$ cat src/rtl/flash_ctl_pkg.sv
package flash_ctl_pkg;

  typedef enum logic [2:0] {
    RD_ZERO,
    RD_ARRAY,
    RD_SEG,
    RD_TEST,
    RD_WADDR,
    RD_WDATA
  } rdSel_e;

  typedef struct packed {
    logic   wrSeg;
    logic   wrTest;
    logic   wrAddr;
    logic   wrData;
    logic   latchArr;
    rdSel_e rdSel;
  } ctlStrobe_t;

  localparam int WORD_W = 16;
  localparam int SEG_LO = 8;
  localparam int NUM_SEG = 8;

endpackage

$ cat src/rtl/flash_ctl_control.sv
module flash_ctl_control
  import flash_ctl_pkg::*;
(
  input  logic       clk,
  input  logic       rstN,
  input  logic [1:0] regOfs,
  input  logic       busWrEn,
  input  logic       busRdEn,
  input  logic       modeWrBit,
  input  logic       modeSel,
  output ctlStrobe_t strb
);

  logic arrayView;

  always_ff @(posedge clk or negedge rstN) begin
    if (!rstN) arrayView <= 1'b1;
    else if (busWrEn && modeSel) arrayView <= modeWrBit;
  end

  logic regWr;
  assign regWr = busWrEn && !modeSel && !arrayView;

  always_comb begin
    strb = '0;
    strb.rdSel    = RD_ZERO;
    strb.wrSeg    = regWr && (regOfs == 2'd0);
    strb.wrTest   = regWr && (regOfs == 2'd1);
    strb.wrAddr   = regWr && (regOfs == 2'd2);
    strb.wrData   = regWr && (regOfs == 2'd3);
    strb.latchArr = busWrEn && !modeSel && arrayView;
    if (busRdEn && !modeSel) begin
      if (arrayView) strb.rdSel = RD_ARRAY;
      else begin
        case (regOfs)
          2'd0:    strb.rdSel = RD_SEG;
          2'd1:    strb.rdSel = RD_TEST;
          2'd2:    strb.rdSel = RD_WADDR;
          default: strb.rdSel = RD_WDATA;
        endcase
      end
    end
  end

  // the view changes only through a selector write
  a_r2_view_hold: assert property (@(posedge clk) disable iff (!rstN)
    !(busWrEn && modeSel) |=> $stable(arrayView));

  // array-view bus writes never reach the register strobes
  a_r5_no_reg_write: assert property (@(posedge clk) disable iff (!rstN)
    strb.latchArr |-> !(strb.wrSeg || strb.wrTest || strb.wrAddr || strb.wrData));

  // at most one write action per cycle
  a_r3_one_write: assert property (@(posedge clk) disable iff (!rstN)
    $onehot0({strb.wrSeg, strb.wrTest, strb.wrAddr, strb.wrData, strb.latchArr}));

endmodule

$ cat src/rtl/flash_ctl_datapath.sv
module flash_ctl_datapath
  import flash_ctl_pkg::*;
#(
  parameter int ADDR_W = 14
) (
  input  logic              clk,
  input  logic              rstN,
  input  ctlStrobe_t        strb,
  input  logic [ADDR_W-1:0] busAddr,
  input  logic [WORD_W-1:0] busWrData,
  input  logic [WORD_W-1:0] arrRdData,
  output logic [WORD_W-1:0] rdData,
  output logic [WORD_W-1:0] segCtl,
  output logic [ADDR_W-1:0] wAddrReg,
  output logic [WORD_W-1:0] wDataReg
);

  logic [WORD_W-1:0] testReg;
  logic [WORD_W-1:0] segNext;
  logic [WORD_W-1:0] wAddrWide;
  logic [ADDR_W-1:0] wAddrFromBus;

  generate
    if (ADDR_W < WORD_W) begin : g_pad
      assign wAddrWide    = {{(WORD_W-ADDR_W){1'b0}}, wAddrReg};
      assign wAddrFromBus = busWrData[ADDR_W-1:0];
    end else begin : g_full
      assign wAddrWide    = wAddrReg[WORD_W-1:0];
      assign wAddrFromBus = {{(ADDR_W-WORD_W){1'b0}}, busWrData};
    end
  endgenerate

  // Enables are frozen while a pulse is running
  always_comb begin
    segNext = busWrData;
    if (segCtl[0]) segNext[WORD_W-1:SEG_LO] = segCtl[WORD_W-1:SEG_LO];
  end

  always_ff @(posedge clk or negedge rstN) begin
    if (!rstN) begin
      segCtl   <= '0;
      testReg  <= '0;
      wAddrReg <= '0;
      wDataReg <= '0;
    end else begin
      if (strb.wrSeg)  segCtl  <= segNext;
      if (strb.wrTest) testReg <= busWrData;
      if (strb.wrAddr) wAddrReg <= wAddrFromBus;
      else if (strb.latchArr) wAddrReg <= busAddr;
      if (strb.wrData || strb.latchArr) wDataReg <= busWrData;
    end
  end

  always_comb begin
    case (strb.rdSel)
      RD_ARRAY: rdData = arrRdData;
      RD_SEG:   rdData = segCtl;
      RD_TEST:  rdData = testReg;
      RD_WADDR: rdData = wAddrWide;
      RD_WDATA: rdData = wDataReg;
      default:  rdData = '0;
    endcase
  end

  // enables keep their value across a write made while execute is set
  a_r6_seg_lock: assert property (@(posedge clk) disable iff (!rstN)
    (strb.wrSeg && segCtl[0]) |=> $stable(segCtl[WORD_W-1:SEG_LO]));

  // an array-view write captures the bus address and data
  a_r5_latch: assert property (@(posedge clk) disable iff (!rstN)
    strb.latchArr |=> (wAddrReg == $past(busAddr)) && (wDataReg == $past(busWrData)));

  // segment control changes only on its own strobe
  a_r5_seg_only_own: assert property (@(posedge clk) disable iff (!rstN)
    !strb.wrSeg |=> $stable(segCtl));

endmodule

$ cat src/rtl/flash_ctl_regfile.sv
module flash_ctl_regfile
  import flash_ctl_pkg::*;
#(
  parameter int ADDR_W = 14
) (
  input  logic              clk,
  input  logic              rstN,
  input  logic [ADDR_W-1:0] busAddr,
  input  logic              busWrEn,
  input  logic              busRdEn,
  input  logic [15:0]       busWrData,
  input  logic              modeSel,
  output logic [15:0]       busRdData,
  output logic [ADDR_W-1:0] arrAddr,
  input  logic [15:0]       arrRdData,
  output logic [7:0]        segEn,
  output logic [1:0]        opCode,
  output logic [1:0]        vfyMode,
  output logic              execOn,
  output logic [ADDR_W-1:0] latchAddr,
  output logic [15:0]       latchData
);

  ctlStrobe_t        strb;
  logic [WORD_W-1:0] segCtl;

  flash_ctl_control u_ctl (
    .clk       (clk),
    .rstN      (rstN),
    .regOfs    (busAddr[1:0]),
    .busWrEn   (busWrEn),
    .busRdEn   (busRdEn),
    .modeWrBit (busWrData[0]),
    .modeSel   (modeSel),
    .strb      (strb)
  );

  flash_ctl_datapath #(.ADDR_W(ADDR_W)) u_dp (
    .clk       (clk),
    .rstN      (rstN),
    .strb      (strb),
    .busAddr   (busAddr),
    .busWrData (busWrData),
    .arrRdData (arrRdData),
    .rdData    (busRdData),
    .segCtl    (segCtl),
    .wAddrReg  (latchAddr),
    .wDataReg  (latchData)
  );

  assign arrAddr = busAddr;
  assign segEn   = segCtl[WORD_W-1:SEG_LO];
  assign opCode  = segCtl[2:1];
  assign execOn  = segCtl[0];
  assign vfyMode = {segCtl[4], segCtl[3]};

  // execute can rise only through a segment-control write
  a_r7_exec_source: assert property (@(posedge clk) disable iff (!rstN)
    $rose(execOn) |-> $past(busWrEn && !modeSel && busAddr[1:0] == 2'd0));

endmodule

$ cat config.mk
export PLATFORM = sky130hd
export DESIGN_NAME = flash_ctl_regfile
export DESIGN_NICKNAME = d
export VERILOG_FILES = /design/src/rtl/flash_ctl_pkg.sv /design/src/rtl/flash_ctl_control.sv /design/src/rtl/flash_ctl_datapath.sv /design/src/rtl/flash_ctl_regfile.sv
export SDC_FILE = /design/constraint.sdc
export NUM_CORES = 1
export LEC_CHECK = 0
export BUFFER_PORTS_ARGS = -buffer_cell sky130_fd_sc_hd__buf_4
export CORE_ASPECT_RATIO = 0.5
export CORE_MARGIN = 5
export CORE_UTILIZATION = 51
export CTS_BUF_LIST = sky130_fd_sc_hd__clkbuf_2
export CTS_CLUSTER_DIAMETER = 200
export DETAILED_ROUTE_END_ITERATION = 6
export PLACE_DENSITY = 0.86
export SKIP_CTS_REPAIR_TIMING = 1
export SLEW_MARGIN = 40
export SYNTH_ARGS = -nofsm -noshare
export SYNTH_HDL_FRONTEND = slang
export SYNTH_SLANG_ARGS = --single-unit
$ cat constraint.sdc
create_clock -name clk -period 2.2 [get_ports clk]
set_input_delay 0.22 -clock clk [delete_from_list [all_inputs] [get_ports clk]]
set_output_delay 0.22 -clock clk [all_outputs]
set_load 0.05 [all_outputs]
# Word level (Yosys, flattened, before mapping)
# Cells that the tools add are included.
[totals]
inputBits = 51
word_cells = 36
ff_bits = 63
output_inout_bits = 73
[classes]
muxes = 6
n_bitwise = 1
reduce_logical = 15
eq_ne = 8
[ops]
columns = ["op", "count"]
rows = [
  ["$pmux 16 s5", 1],
  ["$mux 14", 2],
  ["$logic_and 1x1->1", 9],
  ["$pmux 3 s3", 1],
  ["$eq 3x2->1 const B", 2],
  ["$eq 3x3->1 const B", 2],
  ["$mux 3", 2],
  ["$eq 2x2->1 const B", 2],
  ["$eq 3x1->1 const B", 1],
  ["$eq 2x1->1 const B", 1],
  ["$logic_not 1->1", 2],
  ["$logic_not 2->1", 1],
  ["$reduce_and 2->1", 1],
  ["$reduce_bool 2->1", 1],
  ["$logic_or 1x1->1", 1],
  ["$not 1->1", 1],
]

# Longest topological paths before layout
# Gate-level depths: netlist (run 1).
[depth]
ltp_word = 6
ltp_mapped = 6
ltp_nobuf = 3

# Modules after synthesis
# Synthesis (run 1) repeated with hierarchy kept, for this count alone.
[hier_totals]
hier_cells = 303
area_unflattened_um2 = 3400.8
[modules_own_cells]
columns = ["mod", "area_each_um2", "n_inst", "seq_area_each_um2", "cells_per_inst"]
rows = [
  ["flash_ctl_datapath", 3163.0, 1, 1551.5, 276],
  ["flash_ctl_control", 132.6, 1, 26.3, 13],
  ["flash_ctl_regfile", 105.1, 1, 0.0, 14],
]

# Worst setup path before layout (run 1)
# Ideal clock, no wire load.
[synth_timing]
kind = "reg-to-output"
startpoint = "register u_ctl.arrayView"
endpoint = "output busRdData[4]"
t_required_ps = 1980
t_arrival_ps = 2090
n_path_buf = 2
stages_incl_launch_ff = 5
path_slack_ps = -110
path_cell_list = "dfstp_2 buf_6 nand4bb_1 clkbuf_1 o21ai_0"
[synth_via]
elab_chain_len = 4
elab_cells_between_ends = 8
classes_between = "eq/ne (5); mux (3)"
[synth_lines]
columns = ["element", "line", "source"]
rows = [
  ["from (decl)", "flash_ctl_control.sv:14", "logic arrayView;"],
  ["from (signal assigned)", "flash_ctl_control.sv:18", "else if (busWrEn && modeSel) arrayView <= modeWrBit;"],
  ["$mux 3 *", "flash_ctl_control.sv:33", "if (arrayView) strb.rdSel = RD_ARRAY;"],
  ["$mux 3 *", "flash_ctl_control.sv:32", "if (busRdEn && !modeSel) begin"],
  ["$eq 3x3->1 (tied with other cells)", "flash_ctl_datapath.sv:55", "case (strb.rdSel)"],
  ["$pmux 16 s5 *", "flash_ctl_datapath.sv:55", ""],
  ["to (decl)", "flash_ctl_regfile.sv:13", "output logic [15:0] busRdData,"],
]
# Mark *: on every way between the ends. The rest lies on a longest branch, timed or not.

# Worst setup path after layout (run 1)
[layout_timing]
startpoint = "register u_ctl.arrayView"
endpoint = "output busRdData[14]"
# The elaborated chain is that of the path after synthesis.

==> reports/qor.csv, run 1 <==
stage,metric,value,unit
cts,cts_buffer_depth,2,
sta,max_slew_margin,0.551,
synthesis,synth_edf_count,0,
finish,layout.cells.non_filler,485,
floorplanning,core,6210,um^2
cts,path_clk_slew,0.19,ns
floorplanning,row_count,20,
placement,pre_cts_ws,0.274,ns
critical_path,crit_path_start_kind,flop,
pwr,total_power,4.83,mW
synthesis,synth_seq_cells,63,
pwr,p_int,2.70,mW
cts,cts_sinks,63,
synthesis,syn_nets,317,
global_routing,grt-ovfl-total,0,
sta,rsz0062_at_grt,yes,
global_routing,grt_max_degree,64,
pwr,p_sw,2.13,mW
sta,setup_slack,-0.153,ns
synthesis,yosys.cell_types.count,32,
cts,numCtsBuffers,9,
synthesis,synth_flop_cell,dfrtp_1,
synthesis,syn_inst,266,
detailed_routing,routed_wl,9.94,mm
critical_path,r2r-start,u_ctl.arrayView$_DFFE_PN1P_,
sta,slew_viol_final,0,
finish,antenna_cells,0,
synthesis,ys_top_cells_by_count,"dfrtp_1, mux2_2, mux2i_1",
finish,multi_input_comb_area,1510,um^2
finish,seq_area,1580,um^2
placement,dp_hpwl,6.64,mm
sta,min_period,2.35,ns
finish,drive_above_1_share,0.519,
critical_path,end_kind,output port,
critical_path,worst-endpoint-arrival,2.13,ns
cts,clk_latency,0.51,ns
critical_path,worstPathRequired,1.98,ns
placement,placed_cell_area,4170,um^2
detailed_routing,wl_per_cell,20.5,um
placement,port_buffers,123,
global_routing,antenna_found_initial,0,
global_routing,grt_pass1_vias,2751,
critical_path,reg2regPathDepth,4,
detailed_routing,drc_errors,0,
sta,finalCritPeriodShare,1.07,
sta,setup_viol,15,
sta,tightest_slew,0.673,ns
pwr,p_per_area,1030,nW/um^2
floorplanning,die_h,67.1,um
pwr,ir_drop,0.000523,V
hold_path,hp-class,in2reg,
cts,cts_root_buf,clkbuf_2,
outcome,status,"finished, violations left",
pwr,clkPwrFrac,0.173,
pwr,p_comb_frac,0.467,
cts,tritoncts,built,
synthesis,synth_area_leaders,"dfrtp_1, mux2_2, mux2i_1, buf_4, a221o_1",
finish,areaGrowthSynthToFinish,41.1,%
detailed_routing,vias,2740,
synthesis,syn_area_per_cell,12.5,um^2
finish,nFillCells,389,
floorplanning,die_x,124,um
floorplanning,ioPinCount,124,
finish,nNetsFinal,443,
sta,max_freq,425,MHz
critical_path,crit_fanout,5,
floorplanning,die_area,8340,um^2
detailed_routing,first_iter_violations,245,
detailed_routing,ant_nets,0,
synthesis,yosysSeqAreaShare,0.474,
pwr,leakagePower,2.26,nW
finish,fin_area,4700,um^2
critical_path,worstSetupPathType,reg2out,
hold_path,hold_depth,3,
pwr,switching_share,0.441,
synthesis,syn-cell-area,3330,um^2
synthesis,yosys_warnings,0,
synthesis,netlist.area_leader.share,0.466,
synthesis,yosysMostFrequentCell,dfrtp_1,
placement,globalplace.congestion,0.873,
hold_path,min_from,busAddr[7],
global_routing,grt_pass1_wl,14.0,mm
critical_path,crit_start,u_ctl.arrayView$_DFFE_PN1P_,
sta,finalHoldViolCount,0,
global_routing,grt_util_all_layers,0.215,
floorplanning,initial_core_util,0.536,
placement,placed_cells,445,
cts,htree_levels,3,
sta,clock-skew-final,0.0220,ns
synthesis,synth_top_cell_by_area,dfrtp_1,
detailed_routing,avgViaCountPerCell,5.65,
synthesis,async_reset_ff_frac,1.00,
outcome,violations,negative setup slack,
pwr,seqPwrFrac,0.360,
detailed_routing,dr.pass1.iters,4,
run,maxCapViolations,0,
[flip-flops by register name, summed over array words and instances (netlist names)]
signal	cells
u_dp.wDataReg	16
u_dp.wAddrReg	14
u_ctl.arrayView	1
u_dp.testReg	16
u_dp.segCtl	16
[routing by layer]
layer | GRT usage | vias to the layer above | wire [um]
met5 | 0 | - | 0
met4 | 0.0833 | 0 | 165
met3 | 0.0544 | 17 | 757
met2 | 0.381 | 127 | 5060
met1 | 0.259 | 1383 | 3970
li1 | - | 1213 | -
[worst max-delay path, cell delays in order, from the launching register on]
cell and delay [ns]:
dfstp_2 0.41, or4b_4 0.54, buf_12 0.17, nor3b_4 0.17
o211a_1 0.19, buf_6 0.16
[placed cells by master, fill, tap and decap left out, types with 2 or more instances in the layout]
cell / count
mux2i_1: 30
nand2_1: 4
a221o_1: 14
buf_12: 2
inv_1: 2
o21ai_1: 13
dlygate4sd3_1: 22
a2bb2oi_2: 2
nor2_1: 3
and3b_1: 3
clkbuf_2: 9
mux2_1: 6
bufinv_16: 2
a2bb2oi_1: 11
mux2_2: 43
clkinv_4: 2
buf_6: 18
dfrtp_1: 62
and2_1: 13
buf_4: 115
clkinvlp_4: 2
nor3b_4: 2
a21oi_1: 2
[power groups by stage]
stage	clock, mW	sequential, mW	combinational, mW
3_5_place_dp	0	1.75	2.15
6_report	0.838	1.74	2.26
3_3_place_gp	0	1.73	2.11
4_1_cts	0.842	1.73	2.16
5_1_grt	0.897	1.78	2.35
2_1_floorplan	0	2.20	1.10
[cell type report]
cell class	count	share of cell area
flip-flops and latches	63	0.336
repair buffers	158	0.288
inverters	2	0.00160
multi-input cells	158	0.321
clock buffers	9	0.00959
well taps	88	0.0234
clock inverters	7	0.0208
[worst paths after layout]
kind / to / slack [ns]
max: busRdData[14] / -0.15
min: u_dp.wAddrReg[7]$_DFFE_PN0P_ / 0.01
max in group asynchronous: u_dp.segCtl[3]$_DFFE_PN0P_ / 1.56
min in group asynchronous: u_dp.wAddrReg[4]$_DFFE_PN0P_ / 0.24
max reg2reg: u_dp.segCtl[12]$_DFFE_PN0P_ / 0.26
min reg2reg: u_dp.testReg[11]$_DFFE_PN0P_ / 0.53
[through the flow]
stage	TNS, ns	hold WS (ns)	util
5_1_grt	-2.63	0.00569	0.757
4_1_cts	-3.04	-0.229	0.695
3_3_place_gp	0	0.333	0.672
2_1_floorplan	0	-0.0756	-
6_report	-1.32	0.0135	0.757
3_5_place_dp	0	0.347	0.672
[cells by family after synthesis]
logic type / after synthesis / share of synthesized area
mux: 79 / 0.256
flops: 63 / 0.474
compound gates: 47 / 0.111
buf+inv: 45 / 0.0921
simple gates: 32 / 0.0673
Note: power is estimated with default switching activity, not from simulation.
==> run 2, diff against run 1 <==
--- a/config.mk
+++ b/config.mk
@@ -14,6 +14,7 @@
 export DETAILED_ROUTE_END_ITERATION = 6
 export PLACE_DENSITY = 0.86
 export SKIP_CTS_REPAIR_TIMING = 1
+export SKIP_LAST_GASP = 1
 export SLEW_MARGIN = 40
 export SYNTH_ARGS = -nofsm -noshare
 export SYNTH_HDL_FRONTEND = slang
==> constraint.sdc (replaced) <==
create_clock -name clk -period 2.27 [get_ports clk]
set_input_delay 0.227 -clock clk [delete_from_list [all_inputs] [get_ports clk]]
set_output_delay 0.227 -clock clk [all_outputs]
set_load 0.05 [all_outputs]
==> reports/qor.csv, run 2 (synthesized netlist as in run 1, its figures left out) <==
stage,metric,value,unit
outcome,status,"finished, violations left",
outcome,violations,negative setup slack,
cts,cts_sinks,63,
sta,whs,0.0549,ns
finish,antenna_cells,0,
sta,min_period,2.34,ns
placement,port_buffers,123,
floorplanning,die_area,8340,um^2
cts,tritoncts,built,
sta,finalCritPeriodShare,1.03,
critical_path,cp.depth,5,
pwr,seqPwrFrac,0.378,
floorplanning,ioPinCount,124,
sta,clock-skew-final,0.0232,ns
hold_path,min_delay_worst_endpoint,u_dp.wAddrReg[9]$_DFFE_PN0P_,
detailed_routing,vias,2716,
detailed_routing,routed_wl,9.75,mm
finish,utilization,0.733,
critical_path,crit_fanout,8,
cts,cts_buffer_depth,2,
critical_path,reg2regPathDepth,3,
finish,layout.cells.non_filler,478,
critical_path,worstPathRequired,2.04,ns
detailed_routing,ant_nets,0,
sta,finalHoldViolCount,0,
floorplanning,row_count,20,
critical_path,worst-endpoint-arrival,2.11,ns
floorplanning,initial_core_util,0.536,
finish,top_regs,"u_dp.segCtl (16), u_dp.testReg (16), u_dp.wDataReg (16)",
floorplanning,die_x,124,um
finish,areaGrowthSynthToFinish,36.7,%
cts,path_clk_slew,0.18,ns
floorplanning,die_h,67.1,um
cts,cts_root_buf,clkbuf_2,
critical_path,cp_top_family,simple AND/OR/NAND/NOR gates,
critical_path,crit_path_top_delay_cell,or4b_4,
critical_path,r2r-end,u_dp.segCtl[13]$_DFFE_PN0P_,
cts,clk_latency,0.47,ns
cts,htree_levels,3,
pwr,switching_share,0.446,
critical_path,crit_path_start_kind,flop,
placement,globalplace.congestion,0.854,
sta,max_slew_margin,0.534,
hold_path,hold_depth,3,
pwr,total_power,4.47,mW
cts,numCtsBuffers,9,
global_routing,grt-ovfl-total,0,
hold_path,hp-class,in2reg,
pwr,p_per_area,984,nW/um^2
sta,rsz0062_at_grt,yes,
finish,nNetsFinal,436,
critical_path,end_kind,output port,
global_routing,grt_util_all_layers,0.215,
critical_path,slowest_delay,0.54,ns
sta,setup_slack,-0.0720,ns
global_routing,antenna_found_initial,0,
detailed_routing,dr.pass1.iters,4,
global_routing,grt_max_degree,64,
critical_path,r2r-start,u_ctl.arrayView$_DFFE_PN1P_,
critical_path,worstSetupPathType,reg2out,
detailed_routing,first_iter_violations,212,
global_routing,grt_pass1_vias,2730,
global_routing,grt_pass1_wl,14.1,mm
sta,slew_viol_final,0,
pwr,leakagePower,2.20,nW
sta,tightest_slew,0.700,ns
pwr,p_int,2.48,mW
detailed_routing,drc_errors,0,
finish,final_cell_mix,"buf_4, dfrtp_1, mux2_2",
hold_path,min_from,busAddr[9],
detailed_routing,avgViaCountPerCell,5.68,
critical_path,rrSetupSlack,0.47,ns
pwr,p_comb_frac,0.480,
detailed_routing,wl_per_cell,20.4,um
pwr,clkPwrFrac,0.142,
pwr,p_sw,2.00,mW
run,maxCapViolations,0,
floorplanning,core,6210,um^2
critical_path,timing.critical_path.buf_inv,2,
finish,final_common_cell,buf_4,
sta,setup_viol,12,
sta,max_freq,427,MHz
placement,dp_hpwl,6.65,mm
finish,drive_above_1_share,0.510,
placement,placed_cells,442,
critical_path,path_cells,or4b_4 > buf_4 > a2bb2oi_1 > o21ai_1 > buf_6,
pwr,ir_drop,0.000473,V
==> run 2: cell count changes in the layout (fill, tap and decap cells not counted), sizes merged <==
cell / before / now
clkinv: 3 / 5
bufinv: 2 / 1
clkinvlp: 2 / 0
clkbuf: 10 / 11
dlygate4sd3: 22 / 18
buf: 135 / 132
==> run 2: worst register-to-register path: stages, from the launching register on <==
cell and delay (ns):
dfstp_2 0.45, nor3_2 0.32, and3b_1 0.52, mux2_2 0.39
==> run 2: final cells by class <==
type                            instances  area, um^2
Clock buffer                           10        50.0
Clock inverter                          6        51.3
Fill cell                             426        1660
Inverter                                2        7.51
Multi-Input combinational cell        158        1490
Sequential cell                        63        1580
Tap cell                               88         110
Timing Repair Buffer                  151        1260
==> run 2: power groups by stage <==
stage	Combinational, mW	Sequential (mW)	Clock (mW)
6_report	2.15	1.69	0.635
5_1_grt	2.24	1.73	0.707
4_1_cts	2.08	1.68	0.648
3_5_place_dp	2.08	1.70	0
3_3_place_gp	2.03	1.68	0
2_1_floorplan	1.07	2.13	0
==> run 2: how the worst max path moves through the flow <==
stage	from	to	slack, ns
floorplan	u_ctl.arrayView$_DFFE_PN1P_	busRdData[2]	0.13
global placement	u_ctl.arrayView$_DFFE_PN1P_	busRdData[14]	0.40
detailed placement	u_ctl.arrayView$_DFFE_PN1P_	busRdData[2]	0.37
CTS	u_ctl.arrayView$_DFFE_PN1P_	busRdData[2]	-0.21
global route	u_ctl.arrayView$_DFFE_PN1P_	busRdData[14]	-0.19
finish	u_ctl.arrayView$_DFFE_PN1P_	busRdData[5]	-0.07
==> run 2: per-layer routing <==
metal  GRT usage  share of wire  up-vias
met5           0              0        -
met1       0.251           0.40     1367
met3      0.0649          0.072       14
met4      0.0833          0.014        0
met2       0.384           0.51      128
li1            -              -     1207
==> run 2: per-stage QoR <==
stage               worst slack [ns]  instance area [um^2]  TNS [ns]
global route                  -0.191                  4550     -2.39
detailed placement             0.368                  4140         0
floorplan                      0.129                  3330         0
CTS                           -0.215                  4250     -2.59
global placement               0.402                  4140         0
finish                       -0.0720                  4550    -0.558
==> run 3, diff against run 2 <==
--- a/config.mk
+++ b/config.mk
@@ -12,7 +12,7 @@
 export CTS_BUF_LIST = sky130_fd_sc_hd__clkbuf_2
 export CTS_CLUSTER_DIAMETER = 200
 export DETAILED_ROUTE_END_ITERATION = 6
-export PLACE_DENSITY = 0.86
+export PLACE_DENSITY = 0.87
 export SKIP_CTS_REPAIR_TIMING = 1
 export SKIP_LAST_GASP = 1
 export SLEW_MARGIN = 40
==> reports/qor.csv, run 3 (synthesized netlist as in run 1, its figures left out) <==
stage,metric,value,unit
global_routing,grt_pass1_vias,2767,
placement,dp_hpwl,6.61,mm
finish,fin_area,4640,um^2
finish,final_common_cell,buf_4,
finish,antenna_cells,0,
critical_path,worstSetupPathType,reg2out,
global_routing,grt_max_degree,64,
critical_path,cp_top_family,simple AND/OR/NAND/NOR gates,
critical_path,worstPathRequired,2.04,ns
cts,numCtsBuffers,9,
placement,port_buffers,123,
finish,nFillCells,402,
finish,drive_above_1_share,0.525,
sta,clock-skew-final,0.0196,ns
global_routing,grt_pass1_wl,14.2,mm
detailed_routing,dr.pass1.iters,4,
global_routing,grt-ovfl-total,0,
floorplanning,initial_core_util,0.536,
finish,final_cell_mix,"buf_4, dfrtp_1, mux2_2",
detailed_routing,drc_errors,0,
sta,tightest_slew,0.686,ns
pwr,total_power,4.82,mW
placement,placed_cell_area,4160,um^2
pwr,p_per_area,1040,nW/um^2
detailed_routing,routed_wl,10.3,mm
sta,setup_slack,-0.133,ns
cts,path_clk_slew,0.20,ns
detailed_routing,vias,2806,
sta,max_freq,416,MHz
sta,final.setup.tns,-1.02,ns
sta,slew_viol_final,0,
finish,areaGrowthSynthToFinish,39.5,%
pwr,ir_drop,0.000494,V
sta,min_period,2.40,ns
floorplanning,die_h,67.1,um
cts,tritoncts,built,
cts,cts_sinks,63,
sta,rsz0062_at_grt,yes,
global_routing,antenna_found_initial,0,
finish,nNetsFinal,442,
detailed_routing,met3_length,693,um
detailed_routing,wl_met1,4.05,mm
placement,pre_cts_ws,0.396,ns
floorplanning,ioPinCount,124,
sta,finalCritPeriodShare,1.06,
detailed_routing,wl_per_cell,21.3,um
critical_path,crit_path_start_kind,flop,
global_routing,grt_util_all_layers,0.217,
run,maxCapViolations,0,
pwr,leakagePower,2.25,nW
cts,clk_latency,0.54,ns
critical_path,worst-endpoint-arrival,2.18,ns
outcome,status,"finished, violations left",
hold_path,hp-class,in2reg,
finish,layout.cells.non_filler,484,
sta,setup_viol,16,
detailed_routing,met2_length,5.36,mm
cts,cts_root_buf,clkbuf_2,
critical_path,path_cells,or4b_4 > buf_8 > nor3b_2 > o211a_1 > buf_6,
critical_path,crit_path_top_delay_cell,or4b_4,
floorplanning,core,6210,um^2
floorplanning,die_area,8340,um^2
finish,top_regs,"u_dp.segCtl (16), u_dp.testReg (16), u_dp.wDataReg (16)",
detailed_routing,top_layer,met4,
detailed_routing,first_iter_violations,262,
floorplanning,row_count,20,
cts,cts_buffer_depth,2,
cts,htree_levels,3,
detailed_routing,avgViaCountPerCell,5.80,
critical_path,end_kind,output port,
floorplanning,die_x,124,um
finish,utilization,0.748,
critical_path,timing.critical_path.buf_inv,2,
outcome,violations,"negative hold slack, negative setup slack",
critical_path,crit_fanout,8,
placement,globalplace.congestion,0.863,
sta,whs,-0.00499,ns
critical_path,slowest_delay,0.51,ns
detailed_routing,ant_nets,0,
sta,max_slew_margin,0.542,
sta,finalHoldViolCount,1,
placement,placed_cells,445,
==> run 3: changes by cell type in the layout (fill, tap and decap cells not counted), sizes merged <==
cell,delta
clkinv,-3
bufinv,+2
clkbuf,-2
clkinvlp,+1
dlygate4sd3,+2
buf,+5
inv,+1
==> run 3: worst paths after layout <==
check                                                  start                       endpoint  slack, ns  depth (start not counted)
worst max-delay path             u_ctl.arrayView$_DFFE_PN1P_                  busRdData[14]      -0.13                          5
worst min-delay path                              busAddr[2]   u_dp.wAddrReg[2]$_DFFE_PN0P_     -0.005                          3
worst max register to register   u_ctl.arrayView$_DFFE_PN1P_  u_dp.wDataReg[14]$_DFFE_PN0P_       0.36                          5
worst min register to register  u_dp.testReg[15]$_DFFE_PN0P_   u_dp.testReg[15]$_DFFE_PN0P_       0.53                          1
max in group asynchronous                               rstN     u_dp.segCtl[1]$_DFFE_PN0P_       1.65                          2
min in group asynchronous                               rstN   u_dp.wAddrReg[3]$_DFFE_PN0P_       0.20                          2
==> run 3: layout make-up <==
type,count,area [um^2],area share
Clock buffer,9,45.0,0.00970
Multi-Input combinational cell,158,1480,0.319
Timing Repair Buffer,157,1300,0.281
Sequential cell,63,1580,0.340
Tap cell,88,110,0.0237
Inverter,2,7.51,0.00162
Clock inverter,7,120,0.0259
==> run 3: per-layer routing <==
metal,GRT usage,vias up
li1,-,1212
met1,0.263,1430
met4,0.0642,0
met2,0.394,135
met5,0,-
met3,0.0536,29
==> run 3: worst register-to-register path, cell delays in order (launching register included) <==
cell	delay [ns]
dfstp_2	0.65
buf_4	0.14
a21oi_1	0.07
nor3b_4	0.33
buf_4	0.27
mux2_2	0.37
==> run 3: power breakdown <==
group / leakage (nW) / switching [mW] / total, mW / internal [mW]
Clock: 0.0925 / 0.464 / 0.942 / 0.478
Sequential: 0.763 / 0.260 / 1.69 / 1.43
Combinational: 1.39 / 1.38 / 2.18 / 0.806
